[src/rtl/cs_pkg.sv]
package cs_pkg;
  localparam int CMP_W = 16;
  localparam int PS_W  = 2;

  localparam logic [PS_W-1:0] PS_8  = 2'b00;
  localparam logic [PS_W-1:0] PS_16 = 2'b01;
  localparam logic [PS_W-1:0] PS_32 = 2'b10;

  typedef struct packed {
    logic [PS_W-1:0] psize;
    logic            aack;
  } cs_attr_t;

  // compare the upper address field; mask bits set to 1 are don't-care
  function automatic logic field_match(input logic [CMP_W-1:0] addr_hi,
                                       input logic [CMP_W-1:0] base,
                                       input logic [CMP_W-1:0] mask);
    return ((addr_hi ^ base) & ~mask) == '0;
  endfunction

  // the spare code is treated as full width
  function automatic logic [PS_W-1:0] norm_psize(input logic [PS_W-1:0] code);
    return (code == 2'b11) ? PS_32 : code;
  endfunction
endpackage

[src/rtl/cs_boot_cfg.sv]
module cs_boot_cfg
  import cs_pkg::*;
(
  input  logic       clk,
  input  logic       rst_n,
  input  logic [2:0] cfg_pins,
  output cs_attr_t   boot_attr
);
  // follows the pins while reset is held, frozen afterwards
  always_ff @(posedge clk) begin
    if (!rst_n) begin
      boot_attr.psize <= norm_psize(cfg_pins[2:1]);
      boot_attr.aack  <= cfg_pins[0];
    end
  end
endmodule

[src/rtl/cs_window.sv]
module cs_window
  import cs_pkg::*;
#(
  parameter int DATA_W = 32
) (
  input  logic              clk,
  input  logic              rst_n,
  input  logic              wr_hit,
  input  logic [1:0]        wr_reg,
  input  logic [DATA_W-1:0] wr_data,
  input  logic [CMP_W-1:0]  addr_hi,
  output logic              valid,
  output logic              match,
  output cs_attr_t          attr
);
  localparam int HI_LSB = DATA_W - CMP_W;

  logic [CMP_W-1:0] base_q;
  logic [CMP_W-1:0] mask_q;

  always_ff @(posedge clk) begin
    if (!rst_n) begin
      base_q <= '0;
      mask_q <= '0;
      valid  <= 1'b0;
      attr   <= '0;
    end else if (wr_hit) begin
      case (wr_reg)
        2'd0: base_q <= wr_data[DATA_W-1:HI_LSB];
        2'd1: begin
          mask_q <= wr_data[DATA_W-1:HI_LSB];
          valid  <= wr_data[0];
        end
        2'd2: begin
          attr.psize <= norm_psize(wr_data[1:0]);
          attr.aack  <= wr_data[2];
        end
        default: ;
      endcase
    end
  end

  assign match = valid && field_match(addr_hi, base_q, mask_q);
endmodule

[src/rtl/cs_prio.sv]
module cs_prio #(
  parameter int N = 6
) (
  input  logic [N-1:0] req,
  output logic [N-1:0] grant
);
  // lowest index wins: scan from the top so the lowest write lands last
  always_comb begin
    grant = '0;
    for (int i = N - 1; i >= 0; i--) begin
      if (req[i]) grant = N'(1) << i;
    end
  end
endmodule

[src/rtl/cs_decoder.sv]
module cs_decoder
  import cs_pkg::*;
#(
  parameter int NUM_CS = 6,
  parameter int ADDR_W = 32,
  parameter int SEL_W  = $clog2(NUM_CS)
) (
  input  logic              clk,
  input  logic              rst_n,
  input  logic [2:0]        cfg_pins,
  input  logic              wr_en,
  input  logic [SEL_W-1:0]  wr_sel,
  input  logic [1:0]        wr_reg,
  input  logic [ADDR_W-1:0] wr_data,
  input  logic              bus_start,
  input  logic [ADDR_W-1:0] bus_addr,
  output logic [NUM_CS-1:0] cs_n,
  output logic [PS_W-1:0]   sel_psize,
  output logic              sel_aack,
  output logic              sel_hit
);
  localparam int HI_LSB = ADDR_W - CMP_W;

  cs_attr_t          boot_attr;
  cs_attr_t          win_attr [NUM_CS];
  logic [NUM_CS-1:0] win_valid;
  logic [NUM_CS-1:0] win_hit;
  logic [NUM_CS-1:0] win_grant;
  logic              global_mode;
  logic [NUM_CS-1:0] next_sel;
  cs_attr_t          next_attr;

  cs_boot_cfg u_boot (
    .clk      (clk),
    .rst_n    (rst_n),
    .cfg_pins (cfg_pins),
    .boot_attr(boot_attr)
  );

  for (genvar g = 0; g < NUM_CS; g++) begin : g_win
    cs_window #(.DATA_W(ADDR_W)) u_win (
      .clk    (clk),
      .rst_n  (rst_n),
      .wr_hit (wr_en && (wr_sel == SEL_W'(g))),
      .wr_reg (wr_reg),
      .wr_data(wr_data),
      .addr_hi(bus_addr[ADDR_W-1:HI_LSB]),
      .valid  (win_valid[g]),
      .match  (win_hit[g]),
      .attr   (win_attr[g])
    );
  end

  cs_prio #(.N(NUM_CS)) u_prio (
    .req  (win_hit),
    .grant(win_grant)
  );

  assign global_mode = !win_valid[0];

  always_comb begin
    next_attr = '0;
    if (global_mode) begin
      next_sel  = NUM_CS'(1);
      next_attr = boot_attr;
    end else begin
      next_sel = win_grant;
      for (int i = 0; i < NUM_CS; i++) begin
        if (win_grant[i]) next_attr = win_attr[i];
      end
    end
  end

  always_ff @(posedge clk) begin
    if (!rst_n || !bus_start) begin
      cs_n      <= '1;
      sel_psize <= '0;
      sel_aack  <= 1'b0;
      sel_hit   <= 1'b0;
    end else begin
      cs_n      <= ~next_sel;
      sel_psize <= next_attr.psize;
      sel_aack  <= next_attr.aack;
      sel_hit   <= |next_sel;
    end
  end
endmodule

[config.mk]
export PLATFORM = sky130hd
export DESIGN_NAME = cs_decoder
export DESIGN_NICKNAME = d
export VERILOG_FILES = /design/src/rtl/cs_pkg.sv /design/src/rtl/cs_boot_cfg.sv /design/src/rtl/cs_window.sv /design/src/rtl/cs_prio.sv /design/src/rtl/cs_decoder.sv
export SDC_FILE = /design/constraint.sdc
export NUM_CORES = 1
export LEC_CHECK = 0
export BUFFER_PORTS_ARGS = -buffer_cell sky130_fd_sc_hd__buf_2
export CORE_MARGIN = 8
export CORE_UTILIZATION = 35
export CTS_BUF_LIST = sky130_fd_sc_hd__clkbuf_4 sky130_fd_sc_hd__clkbuf_8 sky130_fd_sc_hd__clkbuf_16
export CTS_CLUSTER_SIZE = 28
export DETAILED_ROUTE_END_ITERATION = 16
export SYNTH_ARGS = -nofsm -noshare
export SYNTH_HDL_FRONTEND = slang
export SYNTH_SLANG_ARGS = --single-unit
[constraint.sdc]
create_clock -name clk -period 2.4 [get_ports clk]
set_clock_uncertainty 0.15 [all_clocks]
set_input_delay 0.48 -clock clk [delete_from_list [all_inputs] [get_ports clk]]
set_output_delay 0.48 -clock clk [all_outputs]
set_load 0.1 [all_outputs]
==> results.json, run 1 <==
{
  "syn-cell-area_mm2": 0.009917,
  "io_buffers": 56,
  "leakagePower_nw": 3.999,
  "max-vdd-ir-drop_mv": 0.4938,
  "ys_ff_latch": 229,
  "ctsHtreeMaxLevel": 1,
  "pwr-share-comb_pct": 7.7,
  "design.core.area_mm2": 0.02786,
  "p_sw_share_pct": 23.16,
  "die_y_um": 184.3,
  "cap_violations": 0,
  "period_share_pct": 98.09,
  "final-max-slew-violation-count": 0,
  "drc": 0,
  "clock-root-buffer": "clkbuf_16",
  "antenna_found_initial": 1,
  "setup-violations-final": 0,
  "ant_nets": 0,
  "finalPower_w": 0.008577,
  "cts_buffers": 26,
  "max_stage_delay_ns": 0.35,
  "post-cts-setup-buffer-count": 0,
  "drive_gt1_share_pct": 17.72,
  "areaGrowthSynthToFinish_pct": 20.87,
  "fin_crit_ns": 2.354,
  "grt_max_degree": 61,
  "fillers": 2725,
  "ys_types": 47,
  "pin_count": 86,
  "setup_slack_ns": 0.04574,
  "clock-sinks": 229,
  "pre_cts_slack_ns": -0.3389,
  "drt_first_pass_iters": 5,
  "place.gp.congestion": 0.8206,
  "max_freq_mhz": 424.8,
  "post_drt_wl_per_cell_um": 17.28,
  "grt.total_usage_pct": 17.04,
  "p_per_area_mw_per_mm2": 715.6,
  "antenna_cells": 0,
  "cpMaxStageDelayCell": "dfxtp_1",
  "overflow": 0,
  "whs_ns": 0.1343,
  "path_buf_inv": 0,
  "critPathArrivalTime_ns": 2.61,
  "setup_tns_ns": 0,
  "p_switching_w": 0.001987,
  "die_w_um": 184.3,
  "min_path_type": "in -> reg",
  "clockBufferDepth": 3,
  "cp-end-kind": "register",
  "synthCells": 1238,
  "die-area_mm2": 0.03398,
  "ys_warn_count": 0,
  "grt_pass1_wl_um": 45240,
  "worst-setup-path-type": "reg -> reg",
  "intPower_w": 0.006590,
  "path_delay_family": "compound AO/OA/AOI/OAI gates",
  "nNetsFinal": 1400,
  "startpoint_type": "register",
  "cp_cell_sequence": "xnor2_1 > o22ai_1 > nor3_1 > o2111ai_2 > nand2b_1 > o31a_1 > o221a_1",
  "ys_seq_area_share_pct": 46.53,
  "syn_area_per_cell_um2": 8.011,
  "tritoncts": "built",
  "insertion_delay_ns": 0.53,
  "vias_per_cell": 4.968,
  "clockPowerShare_pct": 47.3,
  "hold_viol": 0,
  "cts.reportedPaths.clkPinSlew_ns": 0.06,
  "relSlewSlack_pct": 66.14,
  "vias": 8550,
  "dp_hpwl_um": 19870,
  "worst_pin_slew_ns": 0.5068,
  "first_global_vias": 7822,
  "initial_core_util_pct": 35.60,
  "crit_fanout": 4,
  "p_seq_share_pct": 45.0,
  "fp-row-count": 61,
  "rsz0062_at_grt": "yes",
  "drt_iter0_drc": 721,
  "outcome": "finished, final reports clean",
  "synth_fp_nets": 1314,
  "cp.required_ns": 2.66,
  "drt_wl_total_um": 29740
}
-- power groups by stage --
stage | Combinational (W) | Sequential [W] | Clock, W
finish | 0.000658 | 0.00386 | 0.00406
global route | 0.000696 | 0.00386 | 0.00428
CTS | 0.000657 | 0.00386 | 0.00413
global placement | 0.000651 | 0.00394 | 0
floorplan | 0.000358 | 0.00397 | 0
detailed placement | 0.000653 | 0.00395 | 0
-- final cells by class --
cell class	instances	area [µm²]	share of cell area, %
clock inverter	3	40.04	0.3340
clock buffer	44	853.3	7.119
sequential	229	4614	38.50
timing repair buffer	147	1110	9.259
inverter	9	38.79	0.3236
multi-input combinational	911	4857	40.52
tap	378	473.0	3.946
-- worst paths after layout --
check	from	end	slack (ns)	cells after the start
worst max-delay path	g_win[4].u_win.base_q[15]	sel_aack	0.05	7
worst min-delay path	wr_data[1]	g_win[1].u_win.attr[2]	0.13	3
worst max register to register	g_win[4].u_win.base_q[15]	sel_aack	0.05	7
worst min register to register	g_win[2].u_win.mask_q[2]	g_win[2].u_win.mask_q[2]	0.30	2
-- sequential cells by signal, indices dropped and copies added, names as in the netlist --
signal              cells
sel_hit                 1
sel_aack                1
u_boot.boot_attr        3
g_win.u_win.attr       18
cs_n                    6
sel_psize               2
g_win.u_win.base_q     96
g_win.u_win.mask_q     96
g_win.u_win.valid       6
-- cell usage in the layout, fill, tap and decap left out, drive strengths merged, types with 8 or more instances in the layout --
cell type,n
a21oi,210
buf,145
clkbuf,44
dfxtp,226
inv,9
mux2i,8
nand2,435
nand3,22
nor2,24
nor3,16
nor4,9
o21ai,11
o22ai,41
xnor2,96
-- Yosys cell counts (all sizes together) --
cell type / n / area (µm²)
dfxtp: 226 / 4524
nand4: 3 / 18.77
nor3: 16 / 105.1
nand2b: 5 / 31.28
o21ai: 11 / 55.05
nor3b: 2 / 20.02
mux2i: 8 / 80.08
or2: 2 / 12.51
o22ai: 41 / 306.5
a31oi: 1 / 6.260
buf: 18 / 177.7
a311oi: 1 / 8.760
inv: 9 / 33.78
o311a: 1 / 10.01
clkbuf: 71 / 266.5
nand3: 22 / 120.1
nor2b: 5 / 31.28
o31a: 2 / 17.52
o2111ai: 3 / 43.80
edfxtp: 3 / 90.09
a21oi: 210 / 1051
nor2: 24 / 90.09
nand2: 435 / 1633
o22a: 3 / 26.28
a21o: 1 / 7.510
o2bb2ai: 1 / 8.760
xnor2: 96 / 945.9
and2: 1 / 6.260
o21ba: 1 / 10.01
nor4: 9 / 126.4
a21bo: 1 / 10.01
and3: 3 / 18.77
o221a: 1 / 11.26
or3: 2 / 12.51
-- layer usage --
layer / part of all wire [%] / global-route usage [%]
met3: 7.0 / 2.402
met2: 45 / 27.46
met1: 45 / 23.35
met5: 0.027 / 0
met4: 2.6 / 5.034
-- logic make-up (layout without fill, tap and decap cells) --
logic type      count (synthesis)  in the layout  share of synthesized area, %
compound gates                278            278                         15.86
xor+xnor                       96             96                         9.538
buf+inv                        98            203                         4.819
flops                         229            229                         46.53
mux                             8              8                        0.8075
simple gates                  529            529                         22.45
-- worst reg2reg max path, stage by stage (launching register included) --
cell	delay (ns)
dfxtp_1	0.35
xnor2_1	0.31
o22ai_1	0.14
nor3_1	0.27
o2111ai_2	0.24
nand2b_1	0.25
o31a_1	0.32
o221a_1	0.22
-- repair_timing --
action                                  CTS  global route
gates resized for setup                   0             4
endpoints found under the hold margin     2             0
endpoints found under the setup margin    0             3
hold buffers                              2             0
-- metrics by stage --
stage | instances | instance area [µm²] | util, %
floorplan | 1238 | 9917 | -
global placement | 1672 | 11050 | 39.67
detailed placement | 1672 | 11050 | 39.67
CTS | 1721 | 11970 | 42.95
global route | 1721 | 11990 | 43.03
finish | 1721 | 11990 | 43.03
Power figures use the tool's default switching activity.
==> inputs of run 2 (changes only) <==
--- a/config.mk
+++ b/config.mk
@@ -6,11 +6,15 @@
 export NUM_CORES = 1
 export LEC_CHECK = 0
 export BUFFER_PORTS_ARGS = -buffer_cell sky130_fd_sc_hd__buf_2
+export CAP_MARGIN = 0
+export CELL_PAD_IN_SITES_DETAIL_PLACEMENT = 1
+export CELL_PAD_IN_SITES_GLOBAL_PLACEMENT = 1
 export CORE_MARGIN = 8
 export CORE_UTILIZATION = 35
 export CTS_BUF_LIST = sky130_fd_sc_hd__clkbuf_4 sky130_fd_sc_hd__clkbuf_8 sky130_fd_sc_hd__clkbuf_16
 export CTS_CLUSTER_SIZE = 28
 export DETAILED_ROUTE_END_ITERATION = 16
+export PLACE_DENSITY_LB_ADDON = 0.1
 export SYNTH_ARGS = -nofsm -noshare
 export SYNTH_HDL_FRONTEND = slang
 export SYNTH_SLANG_ARGS = --single-unit
==> run 2 against run 1 <==
  * Register-to-register slack improved by 0.04 ns
  * Power increased by 2.4%
  * Via count increased by 1.8%
  * Final cell count increased by 0.29%
  * Combinational power increased by 5.5%
  * Sequential share of layout area decreased by 0.24 points
  * Setup slack improved by 0.035 ns
  * Critical endpoint is now sel_psize[0]
  * Highest routed layer is now met4
==> results.json, run 2 (synthesized netlist as in run 1, its figures left out) <==
{
  "outcome": "finished, final reports clean",
  "drc": 0,
  "die_y_um": 184.3,
  "crit_fanout": 6,
  "leakagePower_nw": 4.047,
  "grt_max_degree": 58,
  "ctsHtreeMaxLevel": 1,
  "p_sw_share_pct": 24.40,
  "setup_slack_ns": 0.08124,
  "areaGrowthSynthToFinish_pct": 21.70,
  "cp.required_ns": 2.70,
  "dpl_cell_area_mm2": 0.01105,
  "die_w_um": 184.3,
  "io_buffers": 56,
  "pre_cts_slack_ns": -0.3262,
  "overflow": 0,
  "max_freq_mhz": 431.3,
  "dp_hpwl_um": 24110,
  "antenna_found_initial": 0,
  "p_switching_w": 0.002144,
  "insertion_delay_ns": 0.54,
  "drt_iter0_drc": 451,
  "clockPowerShare_pct": 48.1,
  "setup-violations-final": 0,
  "max-vdd-ir-drop_mv": 0.4778,
  "top_regs": "g_win.u_win.base_q: 96 flops, g_win.u_win.mask_q: 96 flops, g_win.u_win.attr: 18 flops",
  "die-area_mm2": 0.03398,
  "place.gp.congestion": 0.7861,
  "hold_viol": 0,
  "max_stage_delay_ns": 0.36,
  "fillers": 3335,
  "fin_crit_ns": 2.319,
  "nNetsFinal": 1404,
  "relSlewSlack_pct": 57.17,
  "cap_violations": 0,
  "antenna_cells": 0,
  "min_path_type": "in -> reg",
  "vias_per_cell": 5.041,
  "clock-sinks": 229,
  "layout_commonest_cell": "nand2_1",
  "drt_first_pass_iters": 5,
  "period_share_pct": 96.62,
  "pin_count": 86,
  "worst_pin_slew_ns": 0.6411,
  "p_per_area_mw_per_mm2": 728.1,
  "p_seq_share_pct": 44.0,
  "clock-root-buffer": "clkbuf_16",
  "worst-setup-path-type": "reg -> reg",
  "post_drt_wl_per_cell_um": 20.75,
  "fp-row-count": 61,
  "final-max-slew-violation-count": 0,
  "cpMaxStageDelayCell": "nor3_2",
  "startpoint_type": "register",
  "grt_pass1_wl_um": 54610,
  "ant_nets": 0,
  "path_delay_family": "simple AND/OR/NAND/NOR gates",
  "cpMostUsedCell": "nand3_1",
  "first_global_vias": 9063,
  "cp_cell_sequence": "xnor2_2 > o22ai_1 > nor4_2 > buf_4 > nand3_1 > nand3_1 > nor3_2 > nor4_1 > a311oi_1",
  "cts.reportedPaths.clkPinSlew_ns": 0.06,
  "vias": 8700,
  "final_area_mm2": 0.01207,
  "design.core.area_mm2": 0.02786,
  "tritoncts": "built",
  "critPathArrivalTime_ns": 2.62,
  "final_cell_mix": "nand2_1, dfxtp_1, a21oi_1, xnor2_1, buf_4",
  "drive_gt1_share_pct": 18.55,
  "cts_buffers": 27,
  "rsz0062_at_grt": "yes",
  "drt_wl_total_um": 35810,
  "clockBufferDepth": 3,
  "intPower_w": 0.006643,
  "path_buf_inv": 1,
  "grt.total_usage_pct": 21.11,
  "initial_core_util_pct": 35.60,
  "pwr-share-comb_pct": 7.9,
  "cp-end-kind": "register"
}
## run 2: final cells by class
| type | instances | area, µm² | area share [%] |
|---|---|---|---|
| Tap cell | 378 | 473.0 | 3.919 |
| Multi-Input combinational cell | 911 | 4895 | 40.56 |
| Timing Repair Buffer | 150 | 1120 | 9.278 |
| Sequential cell | 229 | 4617 | 38.25 |
| Inverter | 9 | 38.79 | 0.3214 |
| Clock buffer | 42 | 862.1 | 7.143 |
| Clock inverter | 7 | 63.81 | 0.5287 |
## run 2: power groups by stage
stage               Sequential [W]  Clock, W  Combinational, W
CTS                        0.00386   0.00431          0.000695
floorplan                  0.00397         0          0.000358
finish                     0.00386   0.00423          0.000694
global placement           0.00395         0          0.000688
global route               0.00386   0.00445          0.000736
detailed placement         0.00395         0          0.000690
## run 2: repair_timing
| item | CTS | global route |
|---|---|---|
| resized for setup | 0 | 13 |
| endpoints found under the setup margin | 0 | 3 |
| hold buffers | 2 | 0 |
| setup buffers | 0 | 2 |
| endpoints found under the hold margin | 2 | 0 |
## run 2: worst paths after layout
| kind | start | endpoint | slack, ns | depth (start not counted) |
|---|---|---|---|---|
| max | g_win[1].u_win.base_q[10] | sel_psize[0] | 0.08 | 9 |
| min | cfg_pins[1] | u_boot.boot_attr[1] | 0.08 | 2 |
| max reg2reg | g_win[1].u_win.base_q[10] | sel_psize[0] | 0.08 | 9 |
| min reg2reg | g_win[5].u_win.valid | g_win[5].u_win.valid | 0.30 | 2 |
## run 2: metal layers
layer  global-route usage, %  vias to the layer above  share of wire (%)
li1                        -                     4258                  -
met1                   28.04                     4260                 48
met2                   35.25                      137                 47
met3                   2.697                       45                3.2
met4                   6.389                        0                2.8
met5                       0                        -                  0
## run 2: per-stage QoR
| step | power [W] | cells | hold slack, ns | utilization, % | TNS (ns) |
|---|---|---|---|---|---|
| 2_1_floorplan | 0.004326 | 1238 | 0.2815 | - | 0 |
| 3_3_place_gp | 0.004634 | 1673 | 0.2909 | 39.65 | -1.567 |
| 3_5_place_dp | 0.004636 | 1673 | 0.2961 | 39.65 | -1.679 |
| 4_1_cts | 0.008865 | 1724 | 0.06072 | 43.05 | 0 |
| 5_1_grt | 0.009051 | 1726 | 0.07619 | 43.32 | -0.01256 |
| 6_report | 0.008787 | 1726 | 0.08109 | 43.32 | 0 |
==> inputs of run 3 (changes only) <==
--- a/config.mk
+++ b/config.mk
@@ -9,12 +9,13 @@
 export CAP_MARGIN = 0
 export CELL_PAD_IN_SITES_DETAIL_PLACEMENT = 1
 export CELL_PAD_IN_SITES_GLOBAL_PLACEMENT = 1
-export CORE_MARGIN = 8
+export CORE_MARGIN = 2
 export CORE_UTILIZATION = 35
 export CTS_BUF_LIST = sky130_fd_sc_hd__clkbuf_4 sky130_fd_sc_hd__clkbuf_8 sky130_fd_sc_hd__clkbuf_16
 export CTS_CLUSTER_SIZE = 28
 export DETAILED_ROUTE_END_ITERATION = 16
 export PLACE_DENSITY_LB_ADDON = 0.1
+export REMOVE_ABC_BUFFERS = 1
 export SYNTH_ARGS = -nofsm -noshare
 export SYNTH_HDL_FRONTEND = slang
 export SYNTH_SLANG_ARGS = --single-unit
==> run 3 against run 2 <==
  * Maximum frequency rose by 0.46%
  * Sequential cell count unchanged
  * Setup slack improved by 0.011 ns
  * Die area down 13%
  * Non-clock buffer count is 3 lower
  * Final cell count decreased by 0.29%
  * Register-to-register slack barely moved
  * Clock power shrank 4%
  * Largest power group unchanged
==> results.json, run 3 (synthesized netlist as in run 1, its figures left out) <==
{
  "cp-end-kind": "register",
  "cp.required_ns": 2.67,
  "holdPathStages": 2,
  "worst-setup-path-type": "reg -> reg",
  "worst_r2r_path_depth": 8,
  "final_cell_mix": "nand2_1, dfxtp_1, a21oi_1, buf_4, xnor2_1",
  "areaGrowthSynthToFinish_pct": 20.94,
  "p_switching_w": 0.002066,
  "worstSetupStartpoint": "g_win[4].u_win.base_q[6]",
  "path_delay_family": "compound AO/OA/AOI/OAI gates",
  "grt.total_usage_pct": 23.02,
  "first_global_vias": 8675,
  "cts_buffers": 27,
  "max_freq_mhz": 433.3,
  "drive_gt1_share_pct": 18.76,
  "fp-row-count": 61,
  "relSlewSlack_pct": 61.94,
  "hold_viol": 0,
  "nNetsFinal": 1401,
  "antenna_found_initial": 0,
  "setup-violations-final": 0,
  "p_sw_share_pct": 24.16,
  "crit_fanout": 4,
  "antenna_cells": 0,
  "setup_tns_ns": 0,
  "clock-sinks": 229,
  "cp_cell_sequence": "xnor2_2 > o22ai_1 > nor4_2 > o2111ai_1 > buf_4 > nand2b_2 > o31a_1 > o221a_1",
  "ctsHtreeMaxLevel": 1,
  "leakagePower_nw": 4.005,
  "place.gp.congestion": 0.7738,
  "max_stage_delay_ns": 0.33,
  "p_per_area_mw_per_mm2": 712.8,
  "critPathArrivalTime_ns": 2.58,
  "clockPowerShare_pct": 47.3,
  "rsz0062_at_grt": "yes",
  "min_path_type": "in -> reg",
  "cpMaxStageDelayCell": "dfxtp_1",
  "intPower_w": 0.006484,
  "pin_count": 86,
  "post_drt_wl_per_cell_um": 19.45,
  "drt_wl_total_um": 33470,
  "vias_per_cell": 4.980,
  "pre_cts_slack_ns": -0.4077,
  "design.core.area_mm2": 0.02786,
  "grt_pass1_wl_um": 51340,
  "path_depth": 8,
  "top_regs": "g_win.u_win.base_q: 96 flops, g_win.u_win.mask_q: 96 flops, g_win.u_win.attr: 18 flops",
  "startpoint_type": "register",
  "max-vdd-ir-drop_mv": 0.4743,
  "drt_first_pass_iters": 4,
  "fillers": 3345,
  "setup_slack_ns": 0.09190,
  "die_y_um": 172.3,
  "drc": 0,
  "initial_core_util_pct": 35.60,
  "clock-root-buffer": "clkbuf_16",
  "r2r_start": "g_win[4].u_win.base_q[6]",
  "drt_iter0_drc": 427,
  "layout_commonest_cell": "nand2_1",
  "path_buf_inv": 1,
  "hp-start": "cfg_pins[1]",
  "overflow": 0,
  "die_w_um": 172.3,
  "ant_nets": 0,
  "cap_violations": 0,
  "p_seq_share_pct": 45.2,
  "cts.reportedPaths.clkPinSlew_ns": 0.06,
  "tritoncts": "built",
  "io_buffers": 56,
  "post-route-util_pct": 43.05,
  "outcome": "finished, final reports clean",
  "period_share_pct": 96.17,
  "insertion_delay_ns": 0.53,
  "post-cts-setup-buffer-count": 0,
  "pwr-share-comb_pct": 7.5,
  "dp_hpwl_um": 22740,
  "die-area_mm2": 0.02970,
  "fin_crit_ns": 2.308,
  "final-max-slew-violation-count": 0,
  "grt_max_degree": 86,
  "clockBufferDepth": 3,
  "worst_pin_slew_ns": 0.5697,
  "vias": 8570
}
## run 3: changes by cell type in the layout (fill, tap and decap cells not counted), sizes merged
cell      previous run  this run
clkbuf              42        38
buf                148       145
clkinv               5         7
clkinvlp             0         1
inv                 10         9
## run 3: through the flow
step           cells  hold WS [ns]  power (W)  instance area [µm²]
2_1_floorplan   1149        0.2815   0.004219                 9473
3_3_place_gp    1672        0.2910   0.004587                11000
3_5_place_dp    1672        0.2971   0.004588                11000
4_1_cts         1721       0.08817   0.008655                11920
5_1_grt         1721       0.09949   0.008831                11990
6_report        1721        0.1143   0.008549                11990
## run 3: what timing repair did
| action | 4_1_cts | 5_1_grt |
|---|---|---|
| setup endpoints to repair | 3 | 3 |
| hold buffers | 2 | 0 |
| resized for setup | 4 | 17 |
| pin swaps | 1 | 10 |
| endpoints found under the hold margin | 2 | 0 |
## run 3: cell type report
type	instances	area, µm²	share of cell area [%]
clock buffers	38	802.0	6.687
clock inverters	9	72.57	0.6050
inverters	9	38.79	0.3234
multi-input cells	911	4943	41.22
flip-flops and latches	229	4617	38.49
well taps	378	473.0	3.943
repair buffers	147	1047	8.731
## run 3: final timing paths
path,end,slack (ns)
worst max register to register,sel_aack,0.09
worst min-delay path,u_boot.boot_attr[1],0.11
worst min register to register,g_win[2].u_win.mask_q[2],0.30
worst max-delay path,sel_aack,0.09
## run 3: per-layer routing
metal  GRT usage, %  up-vias  routed length [µm]
li1               -     4244                   -
met1          30.14     4190               15150
met2          41.24       98               16740
met3          2.632       38                1051
met4          4.019        0                 522
met5              0        -                   0
## run 3: power groups by stage
stage	logic, W	registers (W)	clock network, W
after floorplan	0.000251	0.00397	0
after global placement	0.000641	0.00395	0
after detailed placement	0.000642	0.00395	0
after CTS	0.000650	0.00386	0.00414
after global routing	0.000695	0.00386	0.00427
final	0.000645	0.00386	0.00404
